## config.mk

```make
export PLATFORM = sky130hd
export DESIGN_NAME = occ_unit
export DESIGN_NICKNAME = d
export VERILOG_FILES = /design/src/rtl/occ_pkg.sv /design/src/rtl/occ_regs.sv /design/src/rtl/occ_chan.sv /design/src/rtl/occ_unit.sv
export SDC_FILE = /design/constraint.sdc
export NUM_CORES = 1
export LEC_CHECK = 0
export BUFFER_PORTS_ARGS = -buffer_cell sky130_fd_sc_hd__buf_2
export CAP_MARGIN = 10
export CORE_ASPECT_RATIO = 2
export CORE_MARGIN = 4
export CORE_UTILIZATION = 40
export DETAILED_ROUTE_END_ITERATION = 7
export PLACE_DENSITY_LB_ADDON = 0.05
export SYNTH_ARGS = -nofsm -noshare
export SYNTH_HDL_FRONTEND = slang
export SYNTH_SLANG_ARGS = --single-unit
```

## constraint.sdc

```tcl
create_clock -name clk_i -period 2.31 [get_ports clk_i]
set_input_delay 0.462 -clock clk_i [delete_from_list [all_inputs] [get_ports clk_i]]
set_output_delay 0.462 -clock clk_i [all_outputs]
set_load 0.1 [all_outputs]
```

## src/rtl/occ_pkg.sv

```systemverilog
`timescale 1ns/1ps
package occ_pkg;
  localparam int unsigned OCC_NCH = 2;
  localparam int unsigned OCC_CW  = 16;
  localparam int unsigned OCC_DW  = 8;
  localparam int unsigned OCC_AW  = 3;
  // register addresses after the compare byte pairs
  localparam int unsigned OCC_A_CTRL  = 2 * OCC_NCH;
  localparam int unsigned OCC_A_FORCE = 2 * OCC_NCH + 1;
  localparam int unsigned OCC_A_STAT  = 2 * OCC_NCH + 2;
endpackage

```

## src/rtl/occ_regs.sv

```systemverilog
`timescale 1ns/1ps
module occ_regs
  import occ_pkg::*;
#(
  parameter int unsigned NCH = OCC_NCH,
  parameter int unsigned CW  = OCC_CW,
  parameter int unsigned DW  = OCC_DW,
  parameter int unsigned AW  = OCC_AW
) (
  input  logic                clk_i,
  input  logic                rst_ni,
  input  logic                wr_en_i,
  input  logic                rd_en_i,
  input  logic [AW-1:0]       addr_i,
  input  logic [DW-1:0]       wdata_i,
  input  logic [NCH-1:0]      flag_i,
  output logic [DW-1:0]       rdata_o,
  output logic [NCH-1:0][CW-1:0] cmp_o,
  output logic [NCH-1:0]      inhibit_o,
  output logic [NCH-1:0]      oe_o,
  output logic [NCH-1:0]      lvl_o,
  output logic                ie_o,
  output logic [NCH-1:0]      force_o,
  output logic [NCH-1:0]      clr_o
);
  localparam logic [AW-1:0] A_CTRL  = AW'(OCC_A_CTRL);
  localparam logic [AW-1:0] A_FORCE = AW'(OCC_A_FORCE);
  localparam logic [AW-1:0] A_STAT  = AW'(OCC_A_STAT);

  logic [NCH-1:0][CW-1:0] cmp_q, cmp_d;
  logic [NCH-1:0]         inh_q, inh_d;
  logic [NCH-1:0]         oe_q, oe_d, lvl_q, lvl_d;
  logic                   ie_q, ie_d;
  logic [NCH-1:0]         arm_q, arm_d;
  logic                   wr_ctrl, wr_force, rd_stat;

  assign wr_ctrl  = wr_en_i && (addr_i == A_CTRL);
  assign wr_force = wr_en_i && (addr_i == A_FORCE);
  assign rd_stat  = rd_en_i && (addr_i == A_STAT);

  always_comb begin
    cmp_d = cmp_q;
    inh_d = inh_q;
    arm_d = arm_q;
    clr_o = '0;
    for (int i = 0; i < int'(NCH); i++) begin
      if (wr_en_i && (addr_i == AW'(2 * i))) begin
        cmp_d[i][CW-1:DW] = wdata_i[CW-DW-1:0];
        inh_d[i]          = 1'b1;
      end
      if (wr_en_i && (addr_i == AW'(2 * i + 1))) begin
        cmp_d[i][DW-1:0] = wdata_i;
        inh_d[i]         = 1'b0;
        clr_o[i]         = arm_q[i];
        arm_d[i]         = 1'b0;
      end
      if (rd_stat && flag_i[i]) begin
        arm_d[i] = 1'b1;
      end
    end
  end

  always_comb begin
    oe_d  = oe_q;
    lvl_d = lvl_q;
    ie_d  = ie_q;
    if (wr_ctrl) begin
      oe_d  = wdata_i[NCH-1:0];
      lvl_d = wdata_i[2*NCH-1:NCH];
      ie_d  = wdata_i[DW-1];
    end
  end

  always_ff @(posedge clk_i or negedge rst_ni) begin
    if (!rst_ni) begin
      cmp_q <= '1;
      inh_q <= '0;
      oe_q  <= '0;
      lvl_q <= '0;
      ie_q  <= 1'b0;
      arm_q <= '0;
    end else begin
      cmp_q <= cmp_d;
      inh_q <= inh_d;
      oe_q  <= oe_d;
      lvl_q <= lvl_d;
      ie_q  <= ie_d;
      arm_q <= arm_d;
    end
  end

  assign force_o   = wr_force ? wdata_i[NCH-1:0] : '0;
  assign cmp_o     = cmp_q;
  assign inhibit_o = inh_q;
  assign oe_o      = oe_q;
  assign lvl_o     = lvl_q;
  assign ie_o      = ie_q;

  always_comb begin
    rdata_o = '0;
    for (int i = 0; i < int'(NCH); i++) begin
      if (addr_i == AW'(2 * i))     rdata_o = cmp_q[i][CW-1:DW];
      if (addr_i == AW'(2 * i + 1)) rdata_o = cmp_q[i][DW-1:0];
    end
    if (addr_i == A_CTRL) begin
      rdata_o[NCH-1:0]     = oe_q;
      rdata_o[2*NCH-1:NCH] = lvl_q;
      rdata_o[DW-1]        = ie_q;
    end
    if (addr_i == A_STAT) rdata_o[NCH-1:0] = flag_i;
  end
endmodule

```

## src/rtl/occ_chan.sv

```systemverilog
`timescale 1ns/1ps
module occ_chan
  import occ_pkg::*;
#(
  parameter int unsigned CW = OCC_CW
) (
  input  logic          clk_i,
  input  logic          rst_ni,
  input  logic [CW-1:0] cnt_i,
  input  logic          slow_i,
  input  logic [CW-1:0] cmp_i,
  input  logic          inhibit_i,
  input  logic          oe_i,
  input  logic          lvl_i,
  input  logic          force_i,
  input  logic          lock_i,
  input  logic          clr_i,
  output logic          flag_o,
  output logic          pin_o
);
  logic [CW-1:0] ref_val;
  logic          hit, hit_q, hit_ev, frc;
  logic          flag_q, flag_d, lat_q, lat_d;

  // slow counter clocks match one count later, wrapping at the top
  assign ref_val = slow_i ? (cmp_i + CW'(1)) : cmp_i;
  assign hit     = (cnt_i == ref_val) && !inhibit_i;
  assign hit_ev  = hit && !hit_q;
  assign frc     = force_i && !lock_i && oe_i;

  always_comb begin
    flag_d = flag_q;
    lat_d  = lat_q;
    if (hit_ev)     flag_d = 1'b1;
    else if (clr_i) flag_d = 1'b0;
    if ((hit_ev && oe_i) || frc) lat_d = lvl_i;
  end

  always_ff @(posedge clk_i or negedge rst_ni) begin
    if (!rst_ni) begin
      hit_q  <= 1'b0;
      flag_q <= 1'b0;
      lat_q  <= 1'b0;
    end else begin
      hit_q  <= hit;
      flag_q <= flag_d;
      lat_q  <= lat_d;
    end
  end

  assign flag_o = flag_q;
  assign pin_o  = oe_i && lat_q;


  flag_src_chk: assert property (@(posedge clk_i) disable iff (!rst_ni)
    $rose(flag_q) |-> $past(hit_ev));

  inhibit_chk: assert property (@(posedge clk_i) disable iff (!rst_ni)
    inhibit_i |=> !$rose(flag_q));

  oe_hold_chk: assert property (@(posedge clk_i) disable iff (!rst_ni)
    !oe_i |=> $stable(lat_q));

  force_flag_chk: assert property (@(posedge clk_i) disable iff (!rst_ni)
    (force_i && !hit_ev) |=> !$rose(flag_q));

  lock_chk: assert property (@(posedge clk_i) disable iff (!rst_ni)
    (lock_i && !hit_ev) |=> $stable(lat_q));
endmodule

```

## src/rtl/occ_unit.sv

```systemverilog
`timescale 1ns/1ps
module occ_unit
  import occ_pkg::*;
#(
  parameter int unsigned NCH = OCC_NCH,
  parameter int unsigned CW  = OCC_CW,
  parameter int unsigned DW  = OCC_DW,
  parameter int unsigned AW  = OCC_AW
) (
  input  logic           clk_i,
  input  logic           rst_ni,
  input  logic [CW-1:0]  cnt_i,
  input  logic           slow_clk_i,
  input  logic           mode_lock_i,
  input  logic           wr_en_i,
  input  logic           rd_en_i,
  input  logic [AW-1:0]  addr_i,
  input  logic [DW-1:0]  wdata_i,
  output logic [DW-1:0]  rdata_o,
  output logic [NCH-1:0] ocmp_o,
  output logic           irq_o
);
  logic [1:0]             rst_sync_q;
  logic                   rst_n;
  logic [NCH-1:0][CW-1:0] cmp;
  logic [NCH-1:0]         inhibit, oe, lvl, frc, clr, flag;
  logic                   ie;

  // asynchronous assertion, synchronous release
  always_ff @(posedge clk_i or negedge rst_ni) begin
    if (!rst_ni) rst_sync_q <= '0;
    else         rst_sync_q <= {rst_sync_q[0], 1'b1};
  end
  assign rst_n = rst_sync_q[1];

  occ_regs #(.NCH(NCH), .CW(CW), .DW(DW), .AW(AW)) u_regs (
    .clk_i     (clk_i),
    .rst_ni    (rst_n),
    .wr_en_i   (wr_en_i),
    .rd_en_i   (rd_en_i),
    .addr_i    (addr_i),
    .wdata_i   (wdata_i),
    .flag_i    (flag),
    .rdata_o   (rdata_o),
    .cmp_o     (cmp),
    .inhibit_o (inhibit),
    .oe_o      (oe),
    .lvl_o     (lvl),
    .ie_o      (ie),
    .force_o   (frc),
    .clr_o     (clr)
  );

  for (genvar g = 0; g < int'(NCH); g++) begin : g_ch
    occ_chan #(.CW(CW)) u_chan (
      .clk_i     (clk_i),
      .rst_ni    (rst_n),
      .cnt_i     (cnt_i),
      .slow_i    (slow_clk_i),
      .cmp_i     (cmp[g]),
      .inhibit_i (inhibit[g]),
      .oe_i      (oe[g]),
      .lvl_i     (lvl[g]),
      .force_i   (frc[g]),
      .lock_i    (mode_lock_i),
      .clr_i     (clr[g]),
      .flag_o    (flag[g]),
      .pin_o     (ocmp_o[g])
    );
  end

  assign irq_o = ie && (|flag);


  irq_src_chk: assert property (@(posedge clk_i) disable iff (!rst_n)
    irq_o |-> (flag != '0));
endmodule

```

==> impl_results.md <==
- Final TNS setup: -1.780 ns
- CTS tree: built
- Min-Delay Path Class: reg2async
- Worst-Margin Slew: just under 0.8 ns
- RSZ-0062 raised after global routing: yes
- Pre-CTS WS: -0.4835 ns
- Reg2reg path depth: 8
- CP delay by family, top: simple AND/OR/NAND/NOR gates
- Critical Path AT: between 2 and 3 ns
- Largest family of logic cells by synthesized area: simple AND/OR/NAND/NOR gates
- Initial Util: about two fifths
- #FFs+latches synth: 49
- Port bufs: between 40 and 50
- Reg2Reg Launch Point: u_regs.cmp_o[1]
- Worst VDD drop: 0.4926 mV
- Gpl congestion: between 0.9 and 1
- Synth top area cells: dfstp_2, dfrtp_1, mux2_2
- Final period util: 120.6%
- Max FO, Critical Path: 3
- Post-synth EDFFs: 0
- Status: complete, but fails checks
- Fraction of the mapped netlist area in simple logic gates: 18.71%
- Ys async rst share: 100.0%
- Syn Area/Cell: approximately 9.9 um2
- Hpwl dp: about 9700 um
- CP cell instances: ha_4 -> nand4_1 -> xnor2_1 -> or4_4 -> a2111oi_4 -> or4b_4 -> o31a_1 -> a31o_1
- PnR worst setup slack: -0.4752 ns
- Max_slew headroom: a little under half
- Ports: 44
- Die W: 73.74 um
- Final Cell Area: 4848 um2
- CP max stage delay: approximately 0.56 ns
- Core region area: ~8400 um2
- Via/cell ratio: 5.958
- Final worst hold slack: 0.3478 ns
- GR Overflow Total: 0
- Drt pass-1 iters: 4
- Die height: ~140 um
- Count of cell types in the netlist: around 70
- Cell count after synthesis: 350
- R2r setup slk: -0.48 ns
- H-Tree Depth: 2
- Post-Synth Adder-Cell Area: less than 1%
- Area Overhead vs Synth: 40.25%
- Routed wire length: approximately 12000 um
- Largest net degree at the start of global routing: 34
- Diodes inserted: 0
- WP buf/inv: 0
- Max Freq: between 300 and 400 MHz
- Initial antenna violation count: 0
- Met3 usage: under 10%
- Clock skew: roughly 0.0037 ns
- First-pass GRT wire length: approximately 19000 um
- Xor-xnor portion of the synthesized cell area: about 8.5%
- Worst R2R End: g_ch[0].u_chan.lat_q
- Hold Vio Cnt, Final: 0
- Fin util: around three fifths
- Global route hottest layer: met2
- Antenna-violating nets left: 0
- DRC violations left: 0
- Cell Area, Synth: between 3000 and 4000 um2
- Tmin final: approximately 2.8 ns
- Placed cell area: 4512 um2
- Violated checks: setup timing
- CTS root buf: clkbuf_16
- Row count: 47
- Syn nets: 385
- Maximum clock path buffer count: 2
- Sequential fraction of the synthesis area: a little over a third
- Type of origin of the critical path: flop
- Worst skew pair latency: between 0.2 and 0.3 ns
- Met1 Use GR: 27.14%
- WP data required: between 2 and 3 ns
- Setup crit start: u_regs.cmp_o[1]
- CP max-delay cell: dfstp_2
- CP Capture Type: flop
- Routed WL per cell: roughly 21 um
- Yosys warning count: 0
- Final slew viol count: 0
- GRT Total Usage: between 20 and 25%
- Die area: 10280 um2
- Met2 Resource Use GR: 42.74%
- Setup violators final: 6
- Total CTS buffers: 5
- Nets@finish: 510
- Area leader, netlist: dfstp_2
- PD cells: about 770 nW/um2
- Critical path class: reg2reg
- Area fraction of the dominant cell type after synthesis: between 20% and 30%
- Layout fillers: about 770
- Number of global-route vias before repair: roughly 3600
- Clk slew on worst S/H paths: around 0.070 ns
- Clock sinks: approximately 50
- Mux share of post-synthesis cell area: between 10% and 20%
- Compound-Gate Fraction of Synth Area: between 10% and 20%
- Top_reg_cell synth: dfstp_2
- Via count: ~3400
- Commonest non-fill, non-tap cell in the layout: buf_4
- Commonest non-fill, non-tap cells in the layout: buf_4, buf_2, mux2_2
- Share of layout cells above drive strength 1: about half
- Initial drt markers: between 150 and 200
- MaxCap Viol Count: 0
- Leakage: 2.014 nW
==> cells by family (layout without fill, tap and decap cells) <==
group / count (synthesis) / after routing
buf+inv: 32 / 158
other cells: 1 / 1
mux: 42 / 42
xor+xnor: 32 / 32
fa+ha+maj: 2 / 2
compound gates: 81 / 81
flops: 49 / 49
simple gates: 111 / 111
==> how the worst max path moves through the flow <==
stage | end | slack (ns) | cells past startpoint
after global placement | g_ch[0].u_chan.lat_q | -0.46 | 8
after CTS | g_ch[0].u_chan.lat_q | -0.47 | 8
after detailed placement | g_ch[0].u_chan.lat_q | -0.48 | 8
after floorplan | g_ch[0].u_chan.lat_q | -0.39 | 8
after global routing | g_ch[0].u_chan.lat_q | -0.55 | 8
final | g_ch[0].u_chan.lat_q | -0.48 | 8
==> routing by layer <==
metal	share of wire, %	up-vias	wire length, um
met5	0	-	0
met4	6.8	0	816
met3	3.2	43	388
met2	54	107	6527
met1	36	1702	4319
li1	-	1568	-
==> repair_timing <==
action	in CTS	in global routing
gates cloned	0	0
setup endpoints to repair	11	11
buffers inserted	4	4
resized for setup	8	25
pin swaps	5	12
hold endpoints to repair	2	0
hold buffers	1	0
==> report_power, final <==
part	switching, mW	internal (mW)	total (mW)
clock network	0.330	0.399	0.729
logic	0.929	0.782	1.71
registers	0.180	1.11	1.29
total	1.44	2.29	3.73
==> synthesized netlist by cell type (5+ instances only) <==
| master | instances |
|---|---|
| and3_1 | 7 |
| xnor2_1 | 14 |
| or3_1 | 5 |
| xor2_1 | 17 |
| dfrtp_1 | 17 |
| nand3_1 | 15 |
| mux2_2 | 36 |
| a21oi_1 | 8 |
| nand4_1 | 8 |
| nand2_1 | 19 |
| o22ai_1 | 6 |
| o31ai_1 | 5 |
| and2_1 | 5 |
| clkbuf_1 | 9 |
| nor3_1 | 9 |
| nor4_1 | 5 |
| o21ai_0 | 18 |
| o21a_1 | 5 |
| dfstp_2 | 32 |
| nor2_1 | 14 |
| a31oi_1 | 5 |
| inv_1 | 17 |
==> registers in the layout, indices dropped and copies added, names as in the netlist <==
name,count
u_regs.oe_o,2
u_regs.ie_o,1
u_regs.arm_q,2
g_ch.u_chan.flag_o,2
g_ch.u_chan.hit_q,2
rst_sync_q,2
g_ch.u_chan.lat_q,2
u_regs.lvl_o,2
u_regs.inhibit_o,2
u_regs.cmp_o,32
==> metrics by stage <==
stage                     power (mW)  cells
after global routing           3.929    574
after CTS                      3.691    571
final                          3.733    574
after floorplan                2.246    350
after detailed placement       2.917    558
after global placement         2.896    558
==> layout make-up <==
type / instances / area, um2 / area share, %
clock inverters: 2 / 10.01 / 0.2065
flip-flops and latches: 49 / 1267 / 26.14
inverters: 17 / 63.81 / 1.316
well taps: 98 / 122.6 / 2.529
clock buffers: 6 / 128.9 / 2.658
multi-input cells: 269 / 2273 / 46.89
repair buffers: 133 / 982.2 / 20.26
No activity file was read; power rests on OpenSTA's default activity.
